## src/rtl/torus_route_pkg.sv

```systemverilog
package torus_route_pkg;
  localparam int unsigned NDIM = 3;

  typedef enum logic [2:0] {
    PORT_LOCAL = 3'd0,
    PORT_XP    = 3'd1,
    PORT_XM    = 3'd2,
    PORT_YP    = 3'd3,
    PORT_YM    = 3'd4,
    PORT_ZP    = 3'd5,
    PORT_ZM    = 3'd6
  } port_e;

  // dimension index of a port code; 3 = none (local / injection)
  function automatic logic [1:0] port_dim(logic [2:0] p);
    case (p)
      3'd1, 3'd2: port_dim = 2'd0;
      3'd3, 3'd4: port_dim = 2'd1;
      3'd5, 3'd6: port_dim = 2'd2;
      default:    port_dim = 2'd3;
    endcase
  endfunction
endpackage

```

## src/rtl/ring_step.sv

```systemverilog
module ring_step #(
  parameter int unsigned N = 8,
  localparam int unsigned W = (N > 1) ? $clog2(N) : 1
) (
  input  logic [W-1:0] cur_i,
  input  logic [W-1:0] dst_i,
  output logic         need_o,
  output logic         plus_o,
  output logic         wrap_o
);
  localparam logic [W:0]   RING = (W+1)'(N);
  localparam logic [W-1:0] LAST = W'(N - 1);

  logic [W:0] fwd;
  logic [W:0] bwd;

  always_comb begin
    if (dst_i >= cur_i) fwd = {1'b0, dst_i} - {1'b0, cur_i};
    else                fwd = {1'b0, dst_i} + RING - {1'b0, cur_i};
    bwd    = RING - fwd;
    need_o = (cur_i != dst_i);
    plus_o = (fwd <= bwd);
    wrap_o = plus_o ? (cur_i == LAST) : (cur_i == '0);
  end
endmodule

```

## src/rtl/route_select.sv

```systemverilog
module route_select
  import torus_route_pkg::*;
(
  input  logic [NDIM-1:0] need_i,
  input  logic [NDIM-1:0] plus_i,
  input  logic [NDIM-1:0] wrap_i,
  input  logic [2:0]      in_port_i,
  input  logic [NDIM-1:0] dl_i,
  output logic [2:0]      port_o,
  output logic            vc_o,
  output logic [NDIM-1:0] dl_o
);
  logic [1:0]      dsel;
  logic            any;
  logic [NDIM-1:0] dl_work;

  always_comb begin
    dsel = 2'd0;
    any  = 1'b0;
    // lowest index wins: X, then Y, then Z
    for (int d = NDIM - 1; d >= 0; d--) begin
      if (need_i[d]) begin
        dsel = 2'(d);
        any  = 1'b1;
      end
    end

    dl_work = dl_i;
    if (port_dim(in_port_i) != dsel) dl_work[dsel] = 1'b0;
    if (wrap_i[dsel])                dl_work[dsel] = 1'b1;

    if (any) begin
      port_o = 3'(1 + 2 * dsel) + {2'b00, ~plus_i[dsel]};
      vc_o   = dl_work[dsel];
      dl_o   = dl_work;
    end else begin
      port_o = PORT_LOCAL;
      vc_o   = 1'b0;
      dl_o   = dl_i;
    end
  end
endmodule

```

## src/rtl/torus_route.sv

```systemverilog
module torus_route
  import torus_route_pkg::*;
#(
  parameter int unsigned DIM_X = 8,
  parameter int unsigned DIM_Y = 8,
  parameter int unsigned DIM_Z = 4
) (
  input  logic                     clk_i,
  input  logic                     rst_ni,
  input  logic                     in_valid_i,
  output logic                     in_ready_o,
  input  logic [$clog2(DIM_X)-1:0] cur_x_i,
  input  logic [$clog2(DIM_Y)-1:0] cur_y_i,
  input  logic [$clog2(DIM_Z)-1:0] cur_z_i,
  input  logic [$clog2(DIM_X)-1:0] dst_x_i,
  input  logic [$clog2(DIM_Y)-1:0] dst_y_i,
  input  logic [$clog2(DIM_Z)-1:0] dst_z_i,
  input  logic [2:0]               in_port_i,
  input  logic [2:0]               dl_i,
  output logic                     out_valid_o,
  input  logic                     out_ready_i,
  output logic [2:0]               out_port_o,
  output logic                     out_vc_o,
  output logic [2:0]               out_dl_o
);
  logic [NDIM-1:0] need, plus, wrap;
  logic [2:0]      nxt_port;
  logic            nxt_vc;
  logic [NDIM-1:0] nxt_dl;
  logic            accept;

  ring_step #(.N(DIM_X)) u_ring_x (
    .cur_i(cur_x_i), .dst_i(dst_x_i),
    .need_o(need[0]), .plus_o(plus[0]), .wrap_o(wrap[0])
  );
  ring_step #(.N(DIM_Y)) u_ring_y (
    .cur_i(cur_y_i), .dst_i(dst_y_i),
    .need_o(need[1]), .plus_o(plus[1]), .wrap_o(wrap[1])
  );
  ring_step #(.N(DIM_Z)) u_ring_z (
    .cur_i(cur_z_i), .dst_i(dst_z_i),
    .need_o(need[2]), .plus_o(plus[2]), .wrap_o(wrap[2])
  );

  route_select u_sel (
    .need_i(need), .plus_i(plus), .wrap_i(wrap),
    .in_port_i(in_port_i), .dl_i(dl_i),
    .port_o(nxt_port), .vc_o(nxt_vc), .dl_o(nxt_dl)
  );

  assign in_ready_o = !out_valid_o || out_ready_i;
  assign accept     = in_valid_i && in_ready_o;

  always_ff @(posedge clk_i or negedge rst_ni) begin
    if (!rst_ni) begin
      out_valid_o <= 1'b0;
      out_port_o  <= PORT_LOCAL;
      out_vc_o    <= 1'b0;
      out_dl_o    <= '0;
    end else begin
      if (in_ready_o) out_valid_o <= in_valid_i;
      if (accept) begin
        out_port_o <= nxt_port;
        out_vc_o   <= nxt_vc;
        out_dl_o   <= nxt_dl;
      end
    end
  end
endmodule

```

## config.mk

```make
export PLATFORM = sky130hd
export DESIGN_NAME = torus_route
export DESIGN_NICKNAME = d
export VERILOG_FILES = /design/src/rtl/torus_route_pkg.sv /design/src/rtl/ring_step.sv /design/src/rtl/route_select.sv /design/src/rtl/torus_route.sv
export SDC_FILE = /design/constraint.sdc
export NUM_CORES = 1
export LEC_CHECK = 0
export ABC_AREA = 1
export BUFFER_PORTS_ARGS = -buffer_cell sky130_fd_sc_hd__clkbuf_2
export CAP_MARGIN = 5
export CORE_ASPECT_RATIO = 1.5
export CORE_MARGIN = 2
export CORE_UTILIZATION = 45
export DETAILED_ROUTE_END_ITERATION = 10
export PLACE_DENSITY = 0.71
export RECOVER_POWER = 50
export SLEW_MARGIN = 10
export SYNTH_ARGS = -nofsm -noshare
export SYNTH_HDL_FRONTEND = slang
export SYNTH_HIERARCHICAL = 1
export SYNTH_SLANG_ARGS = --single-unit
```

## constraint.sdc

```tcl
create_clock -name clk_i -period 1.2 [get_ports clk_i]
set_clock_uncertainty 0.05 [all_clocks]
set_input_delay 0 -clock clk_i [delete_from_list [all_inputs] [get_ports clk_i]]
set_output_delay 0 -clock clk_i [all_outputs]
set_load 0.01 [all_outputs]
```

==> flow_summary.ini, run 1 <==
[grt]
track_usage_pct = 20.1
antenna_found_initial = 0
grt_pass1_wl_um = 5310
grt_max_degree = 11
grt_pass1_vias = 1438
grt-ovfl-total = 0

[yosys]
syn-num-nets = 255
yosysSeqAreaShare_pct = 15.3
synth-edff-count = 0
async_flop_share_pct = 100
synth_top_flop_cell = dfrtp_1
synth.cell_area_um2 = 1310
synth_most_common_cell = nand2_1
synthDistinctLibCells = 21
syn_inst = 215
yosys.area.top_type = nand2_1
synthTopCellsByCount = nand2_1, inv_1, nand3_1, nor2_1, ha_1
synth-seq-cells = 8
synth_area_leaders = nand2_1, dfrtp_1, inv_1
yosysWarnings = 6
netlist.area_leader.share_pct = 21.6
avgSynthCellArea_um2 = 6.08

[layout]
final.fill_count = 259
nNetsFinal = 321
drive_gt1_share_pct = 38.0
fin_util_pct = 71.5
antenna_cells = 0
synthToLayoutAreaGrowth_pct = 48.1

[sta]
period_needed_ns = 2.13
holdWs_ns = 0.0867
grt_setup_unrepaired = yes
maxSlewHeadroom_pct = 73.8
max_freq_ghz = 0.469
final_hold_viol_count = 0
fin_crit_sh_pct = 178
fin_ws_ns = -0.933
worst_slew_pin_slew_ns = 0.393
drv_slew = 0
setup_violations = 7

[critical_path]
cpMostUsedCell = nand2_1
reg2reg_slack_ns = 0.28
required_ns = 1.32
reg2reg_to = out_dl_o[1]
crit_path_start_kind = input pin
crit_fanout = 2
slowest_stage = fa_1
criticalPathCategory = input pin to flop
path_cells = buf_8, inv_8, ha_4, fa_2, inv_2, fa_1, and2_4, or2_4, nand2_2, nand2_1, nand2_1, a21oi_2, ha_4, inv_2, nor2_2, nand3_1, nand2_1
r2r_cells = 4
cp.arrival_ns = 2.25
endpoint_kind = flop
rr_startpoint = out_valid_o
slowest_delay_ns = 0.45

[power_and_ir_drop]
power_w = 0.00159
peakVddDrop_uv = 512
power_density_nw_per_um2 = 821
power.leakage_nw = 1.11

[clock_tree]
cts_tree = built
cts_buffer_depth = 2
h-tree-depth = 1
insertion_delay_ns = 0.23
root_buffer = clkbuf_8
numCtsBuffers = 3
clk_pin_slew_ns = 0.04
clkSinkCount = 8

[detailed_routing]
final_antenna_net_count = 0
routed-via-count = 1484
remaining_drc_errors = 0
first_pass_iters = 4
drt-total-wl_um = 3030
drt_iter0_drc = 11
wire_per_inst_um = 9.58
via_per_inst = 4.70

[floorplanning]
die_y_um = 70.0
die_x_um = 48.0
row_count = 23
fp.coreArea_um2 = 2710
start_util_pct = 48.3
die_area_um2 = 3360
io_pins = 35

[run_status]
violations = setup timing
status = complete, but fails checks

[min_path]
holdCritPathClass = input pin to flop
worstHoldStart = dl_i[2]
hold_path_end = out_dl_o[2]
whs_path_depth = 5

[placement]
numPortBuffers = 34
gp_congestion = 0.767
hpwl_um = 2470

[job]
cap_violations = 0
==> repair_timing <==
item / CTS / global route
hold buffers: 1 / 0
pin swaps: 18 / 11
buffers inserted: 2 / 3
resized for setup: 16 / 12
hold endpoints to repair: 8 / 0
endpoints found under the setup margin: 7 / 7
==> sequential cells by signal, indices dropped and copies added, names as in the netlist <==
| name | count |
|---|---|
| out_dl_o | 3 |
| out_port_o | 3 |
| out_valid_o | 1 |
| out_vc_o | 1 |
==> report_power, final <==
| group | total (W) | internal [W] | switching (W) |
|---|---|---|---|
| Sequential | 0.000355 | 0.000326 | 0.0000296 |
| Clock | 0.000314 | 0.000216 | 0.0000978 |
| Combinational | 0.000919 | 0.000422 | 0.000497 |
==> worst max path at each step <==
| stage | start | end | slack, ns | cells after the start |
|---|---|---|---|---|
| CTS | dst_x_i[0] | out_port_o[1] | -0.96 | 17 |
| global placement | dst_y_i[0] | out_port_o[1] | -1.25 | 18 |
| global route | dst_x_i[0] | out_port_o[1] | -1.04 | 17 |
| finish | dst_x_i[0] | out_port_o[1] | -0.93 | 17 |
| detailed placement | dst_x_i[0] | out_port_o[1] | -1.28 | 17 |
| floorplan | dst_x_i[0] | out_port_o[1] | -1.01 | 16 |
==> critical path: cells and delay by family <==
kind / cells / cell delay (ns)
AND/OR/NAND/NOR: 8 / 0.81
adder cells (fa/ha/maj): 4 / 1.19
AO/OA/AOI/OAI: 1 / 0.05
buffers and inverters: 4 / 0.20
==> cell type report <==
cell class,count,area [um^2],share of cell area [%]
Multi-Input combinational cell,164,1040,54.0
Timing Repair Buffer,62,424,21.9
Sequential cell,8,200,10.3
Inverter,42,178,9.18
Tap cell,37,46.3,2.39
Clock buffer,3,41.3,2.13
==> kinds of logic (layout without fill, tap and decap cells) <==
family,Yosys count,count (layout),share of synthesized area [%]
AND/OR/NAND/NOR,141,141,52.3
buffers and inverters,43,107,12.6
adder cells (fa/ha/maj),14,14,16.3
AO/OA/AOI/OAI,9,9,3.45
flip-flops,8,8,15.3
==> through the flow <==
step / worst slack, ns / std cells / setup TNS [ns] / area [um^2]
final: -0.933 / 316 / -5.36 / 1930
after global routing: -1.04 / 316 / -6.21 / 1930
after CTS: -0.963 / 313 / -5.48 / 1880
after detailed placement: -1.28 / 307 / -7.70 / 1740
after global placement: -1.25 / 307 / -7.52 / 1740
after floorplan: -1.01 / 215 / -5.35 / 1370
==> routing by layer <==
metal | track usage [%] | part of all wire (%) | vias up
met3 | 1.81 | 2.4 | 6
met2 | 35.9 | 54 | 32
met5 | 0 | 0 | -
met1 | 22.9 | 42 | 657
met4 | 6.91 | 1.6 | 0
li1 | - | - | 789
==> layout by cell type (no fill, tap or decap), types with 3 or more instances in the layout <==
master / instances
buf_4: 25
nor2_4: 4
o21ai_0: 3
ha_4: 3
clkbuf_8: 3
nand3_1: 26
nor2_1: 12
nand3_2: 8
buf_6: 3
dfrtp_1: 8
ha_1: 6
inv_2: 6
nand2_2: 8
clkbuf_2: 29
inv_1: 33
nand2_1: 72
fa_1: 3
No activity file was read; power rests on OpenSTA's default activity.
==> inputs of run 2 (changes only) <==
- SETUP_SLACK_MARGIN: not set -> 0.2
==> run 2 against run 1 <==
Design area grew 0.78%. The run still ends with setup timing left. Highest routed layer unchanged. Non-clock buffer count grew 2. Largest cell class unchanged. Critical endpoint unchanged. Sequential cell count is the same. Critical path depth is the same.
==> flow_summary.ini, run 2 (synthesized netlist as in run 1, its figures left out) <==
[critical_path]
crit_path_start_kind = input pin
crit_fanout = 2
cp.arrival_ns = 2.25
r2r_cells = 4
reg2reg_slack_ns = 0.27
criticalPathCategory = input pin to flop
required_ns = 1.32
endpoint_kind = flop

[layout]
antenna_cells = 0
stdcell_count = 318
nNetsFinal = 323
mostFrequentLayoutCells = nand2_1, inv_1, clkbuf_2
fin_util_pct = 72.1
design_area_um2 = 1950
drive_gt1_share_pct = 38.4
final_common_cell = nand2_1
reg.largest.list = out_dl_o: 3 flops, out_port_o: 3 flops
synthToLayoutAreaGrowth_pct = 49.2
final.fill_count = 258

[grt]
antenna_found_initial = 0
grt-ovfl-total = 0
grt_pass1_wl_um = 5310
track_usage_pct = 20.1
grt_pass1_vias = 1438
grt_max_degree = 11

[detailed_routing]
drt_iter0_drc = 11
wire_per_inst_um = 9.64
routed-via-count = 1491
first_pass_iters = 4
via_per_inst = 4.69
drt-total-wl_um = 3060
remaining_drc_errors = 0
final_antenna_net_count = 0

[placement]
place_inst = 307
gp_congestion = 0.767
numPortBuffers = 34
hpwl_um = 2470
dpl_cell_area_um2 = 1740

[floorplanning]
fp.coreArea_um2 = 2710
die_x_um = 48.0
io_pins = 35
die_area_um2 = 3360
start_util_pct = 48.3
die_y_um = 70.0
row_count = 23

[sta]
worst_slew_pin_slew_ns = 0.393
period_needed_ns = 2.13
maxSlewHeadroom_pct = 73.8
max_freq_ghz = 0.469
holdWs_ns = 0.0867
fin_ws_ns = -0.931
grt_setup_unrepaired = yes
setup_violations = 7
fin_crit_sh_pct = 178
drv_slew = 0
final_hold_viol_count = 0

[job]
cap_violations = 0

[run_status]
status = complete, but fails checks
violations = setup timing

[min_path]
whs_path_depth = 5
holdCritPathClass = input pin to flop

[clock_tree]
insertion_delay_ns = 0.23
cts_buffer_depth = 2
h-tree-depth = 1
cts_tree = built
numCtsBuffers = 3
clk_pin_slew_ns = 0.04
clkSinkCount = 8
root_buffer = clkbuf_8

[power_and_ir_drop]
power.leakage_nw = 1.11
power_density_nw_per_um2 = 819
power_w = 0.00160
peakVddDrop_uv = 512
-- run 2: timing repair --
item	in CTS	in global routing
setup endpoints to repair	7	8
buffers inserted	2	5
resized for setup	16	13
hold buffers	1	0
pin swaps	18	13
endpoints found under the hold margin	8	0
-- run 2: worst paths after layout --
path,from,endpoint
hold / removal,dl_i[2],out_dl_o[2]
hold reg to reg,out_dl_o[2],out_dl_o[2]
min in group asynchronous,rst_ni,out_dl_o[0]
max in group asynchronous,rst_ni,out_port_o[0]
setup / recovery,dst_x_i[0],out_port_o[1]
setup reg to reg,out_valid_o,out_port_o[0]
-- run 2: stage by stage --
stage / worst slack [ns] / TNS, ns
floorplan: -1.01 / -5.35
CTS: -0.963 / -5.48
global placement: -1.25 / -7.52
global route: -1.04 / -6.20
finish: -0.931 / -5.34
detailed placement: -1.28 / -7.70
-- run 2: critical path, cell delays in order --
cell and delay (ns):
buf_8 0.08, inv_8 0.03, ha_4 0.14, fa_2 0.33, inv_2 0.06, fa_1 0.45
and2_4 0.17, or2_4 0.23, nand2_2 0.06, nand2_1 0.04, nand2_1 0.09, a21oi_2 0.05
ha_4 0.27, inv_2 0.03, nor2_2 0.08, nand3_1 0.07, nand2_1 0.07
-- run 2: metal layers --
metal	wire length (um)	track usage (%)	share of wire, %
met2	1680	35.9	55
met5	0	0	0
met4	47	6.91	1.5
met1	1260	22.9	41
met3	73	1.81	2.4
-- run 2: where the power goes --
group | total [W] | switching [W] | internal (W)
registers | 0.000355 | 0.0000294 | 0.000326
clock network | 0.000314 | 0.0000976 | 0.000216
logic | 0.000926 | 0.000499 | 0.000428
-- run 2: layout make-up --
cell class	instances	area, um^2	area share [%]
clock buffers	3	41.3	2.12
inverters	42	178	9.11
multi-input cells	164	1040	53.6
flip-flops and latches	8	200	10.3
well taps	37	46.3	2.37
repair buffers	64	439	22.5
